### config.mk
export PLATFORM = sky130hd
export DESIGN_NAME = wkup_ctrl
export DESIGN_NICKNAME = d
export VERILOG_FILES = /design/src/rtl/wkup_pkg.sv /design/src/rtl/wkup_ext_line.sv /design/src/rtl/wkup_timer.sv /design/src/rtl/wkup_status.sv /design/src/rtl/wkup_ctrl.sv
export SDC_FILE = /design/constraint.sdc
export NUM_CORES = 1
export LEC_CHECK = 0
export BUFFER_PORTS_ARGS = -buffer_cell sky130_fd_sc_hd__buf_4
export CAP_MARGIN = 20
export CORE_MARGIN = 2
export CORE_UTILIZATION = 40
export DETAILED_ROUTE_END_ITERATION = 10
export SLEW_MARGIN = 20
export SYNTH_ARGS = -nofsm -noshare
export SYNTH_HDL_FRONTEND = slang
export SYNTH_HIERARCHICAL = 1
export SYNTH_SLANG_ARGS = --single-unit
### constraint.sdc
create_clock -name clk -period 3.7 [get_ports clk]
set_input_delay 0.555 -clock clk [delete_from_list [all_inputs] [get_ports clk]]
set_output_delay 0.555 -clock clk [all_outputs]
set_load 0.01 [all_outputs]
### src/rtl/wkup_pkg.sv
package wkup_pkg;

    localparam int EXT_N  = 4;
    localparam int DATA_W = 32;
    localparam int STAT_W = 8;

    localparam logic [DATA_W-1:0] CTRL_MASK = 32'h00F3_FFF3;

    typedef enum logic [1:0] {
        SLP_RUN  = 2'd0,
        SLP_HIB  = 2'd1,
        SLP_DOZE = 2'd2
    } sleep_e;

    typedef enum logic [1:0] {
        A_CTRL = 2'd0,
        A_STAT = 2'd1,
        A_CNT  = 2'd2,
        A_TMO  = 2'd3
    } reg_addr_e;

    typedef struct packed {
        logic [7:0]       rsv_hi;
        logic [EXT_N-1:0] pin_ien;
        logic [1:0]       rsv_mid;
        logic             rtc_ien;
        logic             tmr_ien;
        logic [EXT_N-1:0] pin_pol;
        logic [EXT_N-1:0] pin_edge;
        logic [EXT_N-1:0] pin_en;
        logic [1:0]       rsv_lo;
        logic             rtc_en;
        logic             tmr_en;
    } ctrl_t;

    typedef struct packed {
        logic [EXT_N-1:0] pin_evt;
        logic             rtc_evt;
        logic             doze_evt;
        logic             hib_evt;
        logic             tmr_evt;
    } stat_t;

    function automatic ctrl_t ctrl_from_word(input logic [DATA_W-1:0] w);
        return ctrl_t'(w & CTRL_MASK);
    endfunction

    function automatic logic pin_hit(input logic edge_mode, input logic pol,
                                     input logic cur, input logic prev);
        if (edge_mode)
            return pol ? (cur & ~prev) : (~cur & prev);
        return cur == pol;
    endfunction

endpackage

### src/rtl/wkup_ext_line.sv
module wkup_ext_line
    import wkup_pkg::*;
#(
    parameter int SYNC_STAGES = 2
) (
    input  logic clk,
    input  logic rst,
    input  logic pin,
    input  logic en,
    input  logic edge_mode,
    input  logic pol,
    output logic fire
);
    logic [SYNC_STAGES-1:0] sync_q;
    logic                   prev_q;
    logic                   cur;

    assign cur = sync_q[SYNC_STAGES-1];

    always_ff @(posedge clk) begin
        if (rst) begin
            sync_q <= '0;
            prev_q <= 1'b0;
        end else begin
            sync_q <= {sync_q[SYNC_STAGES-2:0], pin};
            prev_q <= cur;
        end
    end

    assign fire = en & pin_hit(edge_mode, pol, cur, prev_q);
endmodule

### src/rtl/wkup_timer.sv
module wkup_timer #(
    parameter int TMR_W = 32
) (
    input  logic             clk,
    input  logic             rst,
    input  logic             en,
    input  logic             load,
    input  logic [TMR_W-1:0] load_val,
    input  logic [TMR_W-1:0] timeout,
    output logic [TMR_W-1:0] count,
    output logic             fire
);
    logic [TMR_W-1:0] count_q;

    always_ff @(posedge clk) begin
        if (rst)
            count_q <= '0;
        else if (load)
            count_q <= load_val;
        else
            count_q <= count_q + TMR_W'(1);
    end

    assign count = count_q;
    assign fire  = en & (count_q == timeout);
endmodule

### src/rtl/wkup_status.sv
module wkup_status
    import wkup_pkg::*;
(
    input  logic              clk,
    input  logic              rst,
    input  logic              clr_we,
    input  logic [STAT_W-1:0] clr_bits,
    input  stat_t             set_evt,
    input  logic [STAT_W-1:0] ien_mask,
    output stat_t             status,
    output logic              irq
);
    stat_t             stat_q;
    logic [STAT_W-1:0] clr_eff;

    assign clr_eff = clr_we ? clr_bits : '0;

    always_ff @(posedge clk) begin
        if (rst)
            stat_q <= '0;
        else
            stat_q <= stat_t'((stat_q & ~clr_eff) | set_evt);
    end

    assign status = stat_q;
    assign irq    = |(stat_q & ien_mask);
endmodule

### src/rtl/wkup_ctrl.sv
module wkup_ctrl
    import wkup_pkg::*;
#(
    parameter int TMR_W       = 32,
    parameter int SYNC_STAGES = 2
) (
    input  logic              clk,
    input  logic              rst,
    input  logic              bus_en,
    input  logic              bus_we,
    input  logic [1:0]        bus_addr,
    input  logic [DATA_W-1:0] bus_wdata,
    output logic [DATA_W-1:0] bus_rdata,
    input  logic [EXT_N-1:0]  ext_wake_in,
    input  logic              rtc_match,
    input  logic [1:0]        sleep_state,
    output logic              wake_req,
    output logic              irq
);
    ctrl_t             ctrl_q;
    logic [TMR_W-1:0]  tmo_q;
    logic [TMR_W-1:0]  tmr_count;
    logic              tmr_fire;
    logic              rtc_fire;
    logic [EXT_N-1:0]  pin_fire;
    logic              any_fire;
    stat_t             stat_w;
    stat_t             set_evt;
    logic [STAT_W-1:0] ien_mask;
    logic              wr_ctrl, wr_stat, wr_cnt, wr_tmo;

    assign wr_ctrl = bus_en & bus_we & (bus_addr == A_CTRL);
    assign wr_stat = bus_en & bus_we & (bus_addr == A_STAT);
    assign wr_cnt  = bus_en & bus_we & (bus_addr == A_CNT);
    assign wr_tmo  = bus_en & bus_we & (bus_addr == A_TMO);

    always_ff @(posedge clk) begin
        if (rst) begin
            ctrl_q <= '0;
            tmo_q  <= '0;
        end else begin
            if (wr_ctrl) ctrl_q <= ctrl_from_word(bus_wdata);
            if (wr_tmo)  tmo_q  <= bus_wdata[TMR_W-1:0];
        end
    end

    for (genvar i = 0; i < EXT_N; i++) begin : g_pin
        wkup_ext_line #(.SYNC_STAGES(SYNC_STAGES)) u_line (
            .clk       (clk),
            .rst       (rst),
            .pin       (ext_wake_in[i]),
            .en        (ctrl_q.pin_en[i]),
            .edge_mode (ctrl_q.pin_edge[i]),
            .pol       (ctrl_q.pin_pol[i]),
            .fire      (pin_fire[i])
        );
    end

    wkup_timer #(.TMR_W(TMR_W)) u_timer (
        .clk      (clk),
        .rst      (rst),
        .en       (ctrl_q.tmr_en),
        .load     (wr_cnt),
        .load_val (bus_wdata[TMR_W-1:0]),
        .timeout  (tmo_q),
        .count    (tmr_count),
        .fire     (tmr_fire)
    );

    assign rtc_fire = ctrl_q.rtc_en & rtc_match;
    assign any_fire = tmr_fire | rtc_fire | (|pin_fire);

    always_comb begin
        set_evt          = '0;
        set_evt.pin_evt  = pin_fire;
        set_evt.rtc_evt  = rtc_fire;
        set_evt.tmr_evt  = tmr_fire;
        set_evt.hib_evt  = any_fire & (sleep_state == SLP_HIB);
        set_evt.doze_evt = any_fire & (sleep_state == SLP_DOZE);
    end

    assign ien_mask = {ctrl_q.pin_ien, ctrl_q.rtc_ien, 2'b00, ctrl_q.tmr_ien};

    wkup_status u_status (
        .clk      (clk),
        .rst      (rst),
        .clr_we   (wr_stat),
        .clr_bits (bus_wdata[STAT_W-1:0]),
        .set_evt  (set_evt),
        .ien_mask (ien_mask),
        .status   (stat_w),
        .irq      (irq)
    );

    assign wake_req = any_fire;

    always_comb begin
        unique case (bus_addr)
            A_CTRL:  bus_rdata = ctrl_q;
            A_STAT:  bus_rdata = DATA_W'(stat_w);
            A_CNT:   bus_rdata = DATA_W'(tmr_count);
            default: bus_rdata = DATA_W'(tmo_q);
        endcase
    end
endmodule

# --- Word level (Yosys, flattened, before mapping) ---
# Cells that the tools add are included.
word_totals:
  romBits: 0
  ramBits: 0
  memories: 0
  latch_bits: 0
  register_bits: 104
  wordCells: 91
op_classes:
  shifts: 0
  order_cmp: 0
  muxes: 19
  bitwise_logic: 35
  n_mul: 0
  div_mod_pow: 0
  add_sub_neg: 1
  n_reduce_logical: 3
  eq_ne: 10
op_table:
  columns: ["cell", "count"]
  rows:
  - ["32-bit case mux with 3 select lines", 1]
  - ["32-bit by 1-bit adder with 32-bit output (second input constant)", 1]
  - ["32-bit == test", 1]
  - ["32-bit two-way mux", 1]
  - ["1-bit bitwise AND", 21]
  - ["8-bit bitwise AND", 2]
  - ["1-bit two-way mux", 16]
  - ["8-bit two-way mux", 1]
  - ["1-bit inverter", 8]
  - ["8-bit inverter", 1]
  - ["8-bit OR", 1]
  - ["8-bit OR reduction", 1]
  - ["2-bit == test (second input constant)", 3]
  - ["1-bit == test", 4]
  - ["2-bit by 1-bit == test with 1-bit output (second input constant)", 2]
  - ["4-bit OR reduction", 1]
  - ["2-bit zero test", 1]
  - ["1-bit OR", 2]

# --- Longest topological paths before layout ---
logic_depth:
  word_depth: 10
  depth_mapped: 10
  mapped_depth_nobuf: 7

# --- By module ---
# Netlist, hierarchy kept.
by_module_without_submodules:
  columns: ["module", "cells_per_inst", "instances", "area_per_inst_um2"]
  rows:
  - ["wkup_ctrl", 286, 1, 3031.7]
  - ["wkup_timer", 276, 1, 2253.4]
  - ["wkup_ext_line", 11, 4, 113.9]
  - ["wkup_status", 29, 1, 336.6]

# --- Worst setup path before layout ---
# No wires, ideal clock.
synth_path:
  kind: "input port to flip-flop"
  startpoint: "input port bus_addr[1]"
  endpoint: "register u_timer.count_q[1] (netlist: u_timer/count[1])"
  slack_ns: 1.361
  t_arrival_ns: 2.211
  setup_time_ns: 0.128
  n_path_buf: 5
  required_ns: 3.572
  stages: 9
  cell_sequence: "buf_6 -> buf_6 -> nor2b_1 -> and3_1 -> clkbuf_1 -> clkbuf_1 -> clkbuf_1 -> mux2i_1 -> nor2_1"
synth_between:
  elab_chain_cells: 3
synth_lines:
  columns: ["element", "line_no", "source"]
  rows:
  - ["start, declared", "wkup_ctrl.sv:11", "input logic [1:0] bus_addr,"]
  - ["2-bit == test", "wkup_ctrl.sv:34", "assign wr_cnt = bus_en & bus_we & (bus_addr == A_CNT);"]
  - ["1-bit bitwise AND", "wkup_ctrl.sv:34", null]
  - ["named net wr_cnt", "wkup_ctrl.sv:30", "logic wr_ctrl, wr_stat, wr_cnt, wr_tmo;"]
  - ["32-bit two-way mux", "wkup_timer.sv:18", "else if (load)"]
  - ["end signal, assigned", "wkup_timer.sv:19", "count_q <= load_val;"]
  - ["end signal, assigned", "wkup_timer.sv:21", "count_q <= count_q + TMR_W'(1);"]
  - ["end, declared", "wkup_timer.sv:13", "logic [TMR_W-1:0] count_q;"]
# The timed path passes the listed nets, and every way through them passes these cells.
# A chain may end at the register's enable or synchronous reset.

==> flow_summary.toml <==
[run_status]
status = "complete, no violations"

[global_route]
grt_pass1_wl_mm = 26.1
grt_pass1_vias = 4836
grt_max_degree = 82
antenna_found_initial = 0
grt_overflow = 0
grt_usage_pct = 20.7

[sta]
rsz0062_at_grt = "false"
max_freq_mhz = 350
max_slew_margin_pct = 52.9
worst_pin_slew_ns = 0.704
hold_viol_final = 0
whs_ns = 0.412
period_minus_slack_ns = 2.86
setup_viol = 0
finalCritPeriodShare_pct = 77.2
fin_setup_tns_ns = 0
skew_ns = 0.00551
drv_slew = 0
setup_slack_ns = 0.844

[placed_design]
pre_cts_slack_ns = 1.11
routabilityCongestion = 0.837
placedCellCount = 860
portBuffers = 78
dp_hpwl_mm = 11.9
post_dp_cell_area_um2 = 6640

[critical_path]
critPathLaunchType = "register"
regToRegStartpoint = "u_timer/count[0]"
crit_path_max_fanout = 8
rr_endpoint = "u_timer/count[26]"
reg2reg_depth = 5
crit_type = "register to primary output"
cp-end-kind = "primary output"
arrival_ns = 2.30
r2r_setup_slack_ns = 1.36
worstPathRequired_ns = 3.14

[finish]
design_area_um2 = 6920
antenna_cells = 0
synthToLayoutAreaGrowth_pct = 13.9
final_cell_mix = "dfxtp_1, nand2b_1, buf_4, mux2i_1, xor2_1"
drive_gt1_share_pct = 17.5
num-nets-final = 729
final_cell_count_no_fill = 875
final_common_cell = "dfxtp_1"

[routing]
drc = 0
ant_nets = 0
avgRoutedWirePerCell_um = 19.0
first_pass_iters = 5
wl_met3_um = 746
wl_met2_mm = 8.06
initialDrtViolationCount = 335
top_layer = "met4"
wirelength_mm = 16.6
vias = 4927
viasPerCell = 5.63
wl_met1_mm = 7.52

[clocking]
cts_setup_buffers = 0
clkSlewWorstSetupHoldPaths_ns = 0.07
cts_buffers = 9
cts-root-buf = "clkbuf_16"
cts_tree = "yes"
cts_hold_buf = 0
insertion_delay_ns = 0.35
cts_resized = 0
h-tree-depth = 3
cts_buffer_depth = 2
cts_sinks = 104

[hold_path]
hold_path_depth = 2
min_path_type = "input port to register"
hold_end = "g_pin[0].u_line/sync_q[0]"
hp-start = "ext_wake_in[0]"

[synth]
synthMuxAreaShare_pct = 15.8
async_flop_share_pct = 0
synth-xor-area-share_pct = 6.49
syn_area_um2 = 6080
synthSimpleGateAreaFrac_pct = 24.2
synth_seq_area_share_pct = 34.3
synth.ff_latch_count = 104
syn_area_per_cell_um2 = 9.57
synth.distinct_cells = 75
synth_top_family_by_area = "simple AND/OR/NAND/NOR gates"
synth_compound_area_share_pct = 13.6
synth_edf_count = 0
synthAdderAreaFrac_pct = 0.206
syn-instance-count = 635
synth-main-ff-cell = "dfxtp_1"
yosysWarnings = 6

[floorplanning]
die_w_um = 127
die_y_um = 127
core_um2 = 15000
fp.dieArea_um2 = 16200
initial_core_util_pct = 40.4
io_pins = 79
num_rows = 45

[power]
ir_drop_uv = 258
powerDensity_nw_per_um2 = 353
p_leak_uw = 0.00296

[flow_run]
max_cap_viol_count = 0
[cells in the mapped netlist, types with 4 or more instances]
| library cell | n | area [um2] |
|---|---|---|
| o21ba_1 | 8 | 80.1 |
| nand3_1 | 10 | 50.1 |
| mux4_1 | 4 | 105 |
| nor2b_1 | 27 | 169 |
| dfxtp_1 | 104 | 2080 |
| nand2_1 | 19 | 71.3 |
| o221a_2 | 4 | 45.0 |
| o2bb2ai_1 | 14 | 123 |
| nand2b_1 | 87 | 544 |
| buf_6 | 4 | 45.0 |
| a21boi_1 | 8 | 60.1 |
| nor3_2 | 4 | 40.0 |
| clkbuf_1 | 21 | 78.8 |
| and2_1 | 4 | 25.0 |
| nor4_1 | 17 | 106 |
| xor2_1 | 36 | 315 |
| buf_2 | 13 | 65.1 |
| and3_1 | 7 | 43.8 |
| a22oi_1 | 4 | 30.0 |
| mux2i_1 | 78 | 781 |
| inv_1 | 8 | 30.0 |
| o21a_1 | 6 | 45.0 |
| nand4_1 | 14 | 87.6 |
| nor3_1 | 8 | 40.0 |
| nor2_1 | 21 | 78.8 |
| xnor2_1 | 9 | 78.8 |
| and4_1 | 4 | 35.0 |
| a211oi_1 | 10 | 75.1 |
| nor2b_2 | 4 | 35.0 |
| a21oi_1 | 12 | 60.1 |
[through the flow]
stage	power (uW)	util (%)
4_1_cts	2470	46.1
6_report	2450	46.1
2_1_floorplan	1400	-
3_3_place_gp	1510	44.1
3_5_place_dp	1520	44.1
5_1_grt	2550	46.1
[routing by layer]
layer | vias to the layer above | track usage [%]
li1 | 2390 | -
met1 | 2388 | 27.0
met2 | 129 | 35.4
met3 | 20 | 3.69
met4 | 0 | 5.88
met5 | - | 0
[sequential cells by signal (all words and copies together) (netlist names)]
register and cells:
tmo_q 32, u_status/status 8, g_pin.u_line/prev_q 4, u_timer/count 32, ctrl_q 20, g_pin.u_line/sync_q 8
[area by class of cell]
cell class	instances	area, um2
Timing Repair Buffer	83	623
Clock buffer	11	233
Sequential cell	104	2080
Multi-Input combinational cell	477	3670
Inverter	8	30.0
Clock inverter	4	55.1
Tap cell	188	235
Fill cell	1466	8110
[cells by family (layout without fill, tap and decap cells)]
| family | count (synthesis) | in the layout |
|---|---|---|
| AO/OA/AOI/OAI | 102 | 102 |
| XOR/XNOR | 45 | 45 |
| adder cells (fa/ha/maj) | 1 | 1 |
| buffers and inverters | 55 | 106 |
| flip-flops | 104 | 104 |
| multiplexers | 86 | 86 |
| other | 1 | 2 |
| AND/OR/NAND/NOR | 241 | 241 |
[critical path: stages (launching register included)]
cell	delay, ns
dfxtp_1	0.49
xor2_1	0.15
nor4_1	0.38
nand4_1	0.22
nor3_1	0.37
a211oi_1	0.14
nand2_1	0.09
buf_4	0.11
[power by group]
group,internal (uW),switching (uW)
Combinational,144,147
Clock,526,431
Sequential,1150,46.4
[worst max path at each step]
stage	from	endpoint	slack (ns)
4_1_cts	u_timer/count[7]	wake_req	0.87
3_3_place_gp	bus_addr[0]	u_timer/count[6]	1.20
2_1_floorplan	bus_addr[1]	u_timer/count[1]	1.36
6_report	u_timer/count[5]	wake_req	0.84
3_5_place_dp	bus_addr[0]	u_timer/count[13]	1.11
5_1_grt	u_timer/count[5]	wake_req	0.78
Note: power is estimated with default switching activity, not from simulation.
